**config.mk**
```make
export PLATFORM = sky130hd
export DESIGN_NAME = pim_copy_engine
export DESIGN_NICKNAME = d
export VERILOG_FILES = /design/src/rtl/pim_copy_engine.sv
export SDC_FILE = /design/constraint.sdc
export NUM_CORES = 1
export LEC_CHECK = 0
export ABC_CLOCK_PERIOD_IN_PS = 12700
export BUFFER_PORTS_ARGS = -buffer_cell sky130_fd_sc_hd__clkbuf_2
export CORE_MARGIN = 3
export CORE_UTILIZATION = 40
export DETAILED_ROUTE_END_ITERATION = 16
export PLACE_DENSITY_LB_ADDON = 0.1
export SLEW_MARGIN = 10
export SYNTH_ARGS = -nofsm -noshare
export SYNTH_HDL_FRONTEND = slang
export SYNTH_SLANG_ARGS = --single-unit
```
**constraint.sdc**
```tcl
create_clock -name clk -period 12.7 [get_ports clk]
set_clock_uncertainty 0.1 [all_clocks]
set_input_delay 0.635 -clock clk [delete_from_list [all_inputs] [get_ports clk]]
set_output_delay 0.635 -clock clk [all_outputs]
set_load 0.005 [all_outputs]
```
**src/rtl/pim_copy_engine.sv**
```systemverilog
module pim_copy_engine #(
  parameter int AW    = 32,
  parameter int DW    = 64,
  parameter int DEPTH = 8,
  parameter int LW    = 8
) (
  input  logic          clk,
  input  logic          rst_n,
  input  logic          reg_wr_en,
  input  logic [1:0]    reg_addr,
  input  logic [AW-1:0] reg_wdata,
  output logic [$clog2(DEPTH)+4:0] reg_status,
  output logic          rd_req_valid,
  input  logic          rd_req_ready,
  output logic [AW-1:0] rd_req_addr,
  output logic          rd_req_pim,
  input  logic          rd_data_valid,
  input  logic [DW-1:0] rd_data,
  output logic          wr_req_valid,
  input  logic          wr_req_ready,
  output logic [AW-1:0] wr_req_addr,
  output logic [DW-1:0] wr_req_data,
  output logic          wr_req_pim,
  output logic          busy,
  output logic          irq
);
  localparam int NB  = DW / 8;
  localparam int BW  = $clog2(NB);
  localparam int PW  = $clog2(DEPTH);
  localparam int BSH = $clog2(NB * NB);

  typedef enum logic [2:0] {S_IDLE, S_FETCH, S_RREQ, S_RDAT, S_WR} state_t;
  state_t state;

  logic [AW-1:0] src_stage, dst_stage;
  logic [AW-1:0] q_src [DEPTH];
  logic [AW-1:0] q_dst [DEPTH];
  logic [LW-1:0] q_len [DEPTH];
  logic          q_dir [DEPTH];
  logic          q_xp  [DEPTH];
  logic [PW-1:0] head, tail;
  logic [PW:0]   count;
  logic [LW-1:0] burst;
  logic [BW-1:0] beat;
  logic [DW-1:0] stage [NB];
  logic [DW-1:0] tile  [NB];
  logic          ovf;

  wire cmd_wr   = reg_wr_en && reg_addr == 2'd3;
  wire start    = cmd_wr && reg_wdata[0];
  wire full     = count == (PW+1)'(DEPTH);
  wire push_req = reg_wr_en && reg_addr == 2'd2;
  wire push     = push_req && !full;

  wire [LW-1:0] h_len = q_len[head];
  wire          h_xp  = q_xp[head];
  wire last_beat  = beat == BW'(NB-1);
  wire last_burst = burst == h_len - 1'b1;
  wire wr_fire    = wr_req_valid && wr_req_ready;
  wire pop        = (state == S_FETCH && h_len == '0) || (wr_fire && last_beat && last_burst);
  wire drained    = pop && count == (PW+1)'(1) && !push;

  assign busy         = state != S_IDLE;
  assign rd_req_valid = state == S_RREQ;
  assign wr_req_valid = state == S_WR;
  assign rd_req_pim   = q_dir[head];
  assign wr_req_pim   = !q_dir[head];
  assign rd_req_addr  = q_src[head] + (AW'(burst) << BSH);
  assign wr_req_addr  = q_dst[head] + (AW'(burst) << BSH) + (AW'(beat) << BW);
  assign wr_req_data  = h_xp ? tile[beat] : stage[beat];
  assign reg_status   = {count, 1'b0, ovf, irq, busy};

  always_comb
    for (int j = 0; j < NB; j++)
      for (int i = 0; i < NB; i++)
        tile[j][8*i +: 8] = stage[i][8*j +: 8];

  always_ff @(posedge clk) begin
    if (reg_wr_en && reg_addr == 2'd0) src_stage <= reg_wdata;
    if (reg_wr_en && reg_addr == 2'd1) dst_stage <= reg_wdata;
    if (push) begin
      q_src[tail] <= src_stage;
      q_dst[tail] <= dst_stage;
      q_len[tail] <= reg_wdata[LW-1:0];
      q_dir[tail] <= reg_wdata[LW];
      q_xp[tail]  <= reg_wdata[LW+1];
    end
    if (state == S_RDAT && rd_data_valid) stage[beat] <= rd_data;
  end

  always_ff @(posedge clk) begin
    if (!rst_n) begin
      state <= S_IDLE;
      head  <= '0;
      tail  <= '0;
      count <= '0;
      burst <= '0;
      beat  <= '0;
      irq   <= 1'b0;
      ovf   <= 1'b0;
    end else begin
      if (push) tail <= tail + 1'b1;
      if (pop)  head <= head + 1'b1;
      count <= count + (PW+1)'(push) - (PW+1)'(pop);

      if (push_req && full) ovf <= 1'b1;
      else if (cmd_wr && reg_wdata[2]) ovf <= 1'b0;

      if (drained || (state == S_IDLE && start && count == '0)) irq <= 1'b1;
      else if (cmd_wr && reg_wdata[1]) irq <= 1'b0;

      case (state)
        S_IDLE:  if (start && count != '0) state <= S_FETCH;
        S_FETCH: begin
          burst <= '0;
          beat  <= '0;
          if (h_len == '0) state <= drained ? S_IDLE : S_FETCH;
          else             state <= S_RREQ;
        end
        S_RREQ:  if (rd_req_ready) state <= S_RDAT;
        S_RDAT:  if (rd_data_valid) begin
          beat <= beat + 1'b1;
          if (last_beat) state <= S_WR;
        end
        S_WR:    if (wr_fire) begin
          beat <= beat + 1'b1;
          if (last_beat) begin
            if (!last_burst) begin
              burst <= burst + 1'b1;
              state <= S_RREQ;
            end else state <= drained ? S_IDLE : S_FETCH;
          end
        end
        default: state <= S_IDLE;
      endcase
    end
  end

  assert_no_overflow_R2: assert property (@(posedge clk) disable iff (!rst_n)
    count <= (PW+1)'(DEPTH));
  assert_one_channel_R3: assert property (@(posedge clk) disable iff (!rst_n)
    !(rd_req_valid && wr_req_valid));
  assert_irq_on_drain_R8: assert property (@(posedge clk) disable iff (!rst_n)
    $fell(busy) |-> irq);
  assert_idle_quiet_R8: assert property (@(posedge clk) disable iff (!rst_n)
    !busy |-> !rd_req_valid && !wr_req_valid);
  assert_rd_hold_R9: assert property (@(posedge clk) disable iff (!rst_n)
    rd_req_valid && !rd_req_ready |=> rd_req_valid && $stable(rd_req_addr) && $stable(rd_req_pim));
  assert_wr_hold_R9: assert property (@(posedge clk) disable iff (!rst_n)
    wr_req_valid && !wr_req_ready |=> wr_req_valid && $stable(wr_req_addr) && $stable(wr_req_data) && $stable(wr_req_pim));
endmodule

```
==> summary.md <==
| Metric | Value |
|---|---|
| Clock-pin slew on the worst setup and hold paths | 0.06 ns |
| Fraction of the mapped netlist area in simple logic gates | 3.39% |
| Final estimated routing congestion in global placement | 0.806 |
| Horizontal die dimension | 361 µm |
| Switching Power | 1.85 mW |
| Fraction of power consumed by combinational cells | 4.2% |
| Total grt overflow | 0 |
| Deepest clock path buffer count | 3 |
| Wire length of the first global-routing pass | 200 mm |
| Number of design rule violations left after detail routing | 0 |
| Pwr per Cell Area | 147 nW/µm² |
| Number of instances in the synthesized netlist | 2,711 |
| Die Outline Area | 130,000 µm² |
| Via count of the first global-routing pass | 28.5k |
| Int Power | 6.68 mW |
| Die Y | 361 µm |
| Static leakage power | 18.1 nW |
| Synth Flop Type | sky130_fd_sc_hd__edfxtp_1 |
| Initial Util | 40.5% |
| Fin crit share | 56.8% |
| TritonCTS buffer count | 135 |
| Complex-gate fraction of the synthesized area | 6.44% |
| Combinational family with the most area after synthesis | multiplexers |
| Biggest fanout along the worst timing path | 45 |
| EDFF count, synth | 1,168 |
| Number of hold-slack violations in the final timing report | 0 |
| Worst-margin pin slew | 1.17 ns |
| Clock latency of the later-clocked register in the worst-skew pair | 0.75 ns |
| CTS tree | done |
| Max-cap check violation count | 0 |
| Crit-path max cell delay | 0.76 ns |
| Fraction of registers with async set or reset after synthesis | 0% |
| Area of the core | 124,000 µm² |
| #FFs+latches synth | 1,200 |
| HPWL reported at the end of detailed placement | 81.4 mm |
| Routed wire length | 136 mm |
| Cell at the root of the clock tree | sky130_fd_sc_hd__clkbuf_16 |
| Initial antenna violation count | 15 |
| Adder-cell area share of the yosys netlist | 0.891% |
| Total count of max-transition violations in the final report | 0 |
| Fillers | 10.6k |
| Total negative slack for setup checks | 0 ns |
| Gr usage total | 20.9% |
| CP Data Required Time | 11.97 ns |
| Largest vdd supply drop | 0.136 mV |
| Worst min path class | input port to register |
| Final layout net count | 3,139 |
| Sw Ratio | 21.7% |
| Post-synthesis xor/xnor area fraction | 0.955% |
| Proportion of synthesized chip area in sequential cells | 71.0% |
| RSZ-0062 raised after global routing | no |
| Average detailed-routed wire length per instance | 28.5 µm |
| Synth warn | 0 |
| Sequential fraction of design power | 51.6% |
| Number of buffers inserted by post-CTS setup repair | 0 |
| Cell type of the slowest stage on the worst timing path | sky130_fd_sc_hd__dfxtp_4 |
| Worst rel slew slack | 21.3% |
| Row Count | 129 |
| Status | finished, final reports clean |
| Mux contribution to synthesized area | 15.4% |
| Crit path kind | register to output pin |
| Via count | 27.9k |
| # IOs | 246 |
| Number of nets still failing antenna checks after routing | 0 |
| Endpoint type of the worst setup path | output pin |
| Maximum number of pins on one net before global-route repair | 114 |
| Signed area change from the synthesized netlist to the final layout | 15.1% |
| Count of H-tree levels built during CTS | 4 |
| Cell area after synthesis | 50,300 µm² |
| Vias per cell | 5.87 |
| Peak clock frequency supported by timing | 0.139 GHz |
| Net count after synthesis | 2,849 |
| Post-synthesis area per instance | 18.6 µm² |
| First DRT Iteration DRCs | 2,832 |
| Crit path time final | 7.22 ns |
| Count of cell types in the netlist | 80 |
| Post-layout total power | 8.54 mW |
| Critical Path, Cell by Cell | buf_4 -> buf_4 -> mux4_2 -> mux2_2 -> ha_1 -> o21ai_0 -> a21boi_0 -> o21a_1 -> o21ai_0 -> a21oi_1 -> o211ai_1 -> nor3_1 -> xnor2_1 -> clkbuf_2 |
| Number of sinks driven by the clock tree | 1,200 |
| # port buffers | 244 |
| Layout cell share with drive strength beyond 1 | 26.4% |
| Startpoint Class | register |
| Proportion of power drawn by the clock network | 44.2% |
| Drt first pass iters | 6 |
| Critical path arrival | 6.48 ns |
| Setup violators final | 0 |
## final timing paths
kind / to / startpoint / slack, ns / depth (start not counted)
worst max-delay path: wr_req_addr[31] / register / 5.48 / 14
worst min-delay path: src_stage[13] / reg_wdata[13] / 0.07 / 1
worst max register to register: count[2] / register / 7.06 / 17
worst min register to register: tail[0] / tail[0] / 0.41 / 2
## worst max-delay path, delay by kind of cell, from the launching register on
| kind | cells | cell delay (ns) |
|---|---|---|
| AOI/OAI and AO/OA | 6 | 1.79 |
| xor gates and xnor gates | 1 | 0.19 |
| adders and majority gates | 1 | 0.33 |
| buffers and inverters | 3 | 1.41 |
| DFF | 1 | 0.76 |
| muxes | 2 | 0.67 |
| and+or+nand+nor | 1 | 0.49 |
## layer usage
metal	GRT usage (%)	vias to the layer above	share of wire [%]	wire [µm]
li1	-	11900	-	-
met1	30.4	14700	45	60500
met2	32.3	1103	47	63400
met3	3.87	181	6.6	8990
met4	5.70	10	2.1	2820
met5	0	-	0.047	64
## logic make-up (layout without fill, tap and decap cells)
group	after synthesis	after routing
adder cells (fa/ha/maj)	34	34
AND/OR/NAND/NOR	346	346
flip-flops	1200	1200
AO/OA/AOI/OAI	447	447
XOR/XNOR	54	54
buffers and inverters	206	604
multiplexers	423	423
other	1	12
## synthesized netlist by cell type, types with 31 or more instances
cell	instances	share of area (%)
sky130_fd_sc_hd__a22oi_1	176	2.6
sky130_fd_sc_hd__ha_1	31	0.77
sky130_fd_sc_hd__clkbuf_1	83	0.62
sky130_fd_sc_hd__nand2_1	35	0.26
sky130_fd_sc_hd__xnor2_1	36	0.63
sky130_fd_sc_hd__nor2_1	133	0.99
sky130_fd_sc_hd__a221oi_1	40	0.70
sky130_fd_sc_hd__inv_1	42	0.31
sky130_fd_sc_hd__mux4_2	254	11
sky130_fd_sc_hd__mux2_2	31	0.69
sky130_fd_sc_hd__a21oi_1	101	1.0
sky130_fd_sc_hd__dfxtp_1	32	1.3
sky130_fd_sc_hd__mux2i_1	119	2.4
sky130_fd_sc_hd__a22o_1	43	0.75
sky130_fd_sc_hd__nand3_1	51	0.51
sky130_fd_sc_hd__edfxtp_1	1168	70
## power by group through the flow
| stage | clock [mW] | sequential, mW | combinational, mW |
|---|---|---|---|
| 2_1_floorplan | 0 | 4.47 | 0.188 |
| 3_3_place_gp | 0 | 4.49 | 0.352 |
| 3_5_place_dp | 0 | 4.49 | 0.356 |
| 4_1_cts | 3.87 | 4.41 | 0.363 |
| 5_1_grt | 4.04 | 4.41 | 0.388 |
| 6_report | 3.77 | 4.41 | 0.356 |
## registers in the layout (all words and copies together) (netlist names), 3 cells and up, named ones only
name and count:
beat 3, burst 8, count 4, dst_stage 32
head 3, q_dir 8, q_dst 256, q_len 64
q_src 256, q_xp 8, src_stage 32, stage 512
state 3, tail 3
## what timing repair did
| action | 4_1_cts | 5_1_grt |
|---|---|---|
| hold buffers | 21 | 0 |
| hold endpoints to repair | 40 | 0 |
| resized for setup | 0 | 0 |
## placed cells by master, fill, tap and decap left out, types with 40 or more instances in the layout
cell type                      n
sky130_fd_sc_hd__a21oi_1     101
sky130_fd_sc_hd__a221oi_1     40
sky130_fd_sc_hd__a22o_1       43
sky130_fd_sc_hd__a22oi_1     176
sky130_fd_sc_hd__buf_4        48
sky130_fd_sc_hd__clkbuf_16   137
sky130_fd_sc_hd__clkbuf_2    244
sky130_fd_sc_hd__edfxtp_1   1168
sky130_fd_sc_hd__inv_1        42
sky130_fd_sc_hd__mux2i_1     118
sky130_fd_sc_hd__mux4_2      254
sky130_fd_sc_hd__nand3_1      51
sky130_fd_sc_hd__nor2_1      122
## cell type report
type | count | area, µm² | share of cell area, %
repair buffers | 315 | 1830 | 3.16
inverters | 44 | 165 | 0.285
diodes | 11 | 27.5 | 0.0476
clock buffers | 164 | 3540 | 6.12
clock inverters | 81 | 744 | 1.29
multi-input cells | 1305 | 13800 | 23.8
well taps | 1637 | 2050 | 3.54
flip-flops and latches | 1200 | 35700 | 61.7
## per-stage QoR
step           util, %  area, µm²  setup slack, ns  hold WS, ns  cells
4_1_cts           46.5      57900             5.31     0.000597   4746
6_report          46.6      57900             5.48       0.0680   4757
2_1_floorplan        -      50300             4.89        0.362   2711
3_5_place_dp      42.9      53400             6.16        0.405   4480
5_1_grt           46.6      57900             5.07       0.0282   4749
3_3_place_gp      42.9      53400             6.21        0.377   4480
Note: power is estimated with default switching activity, not from simulation.
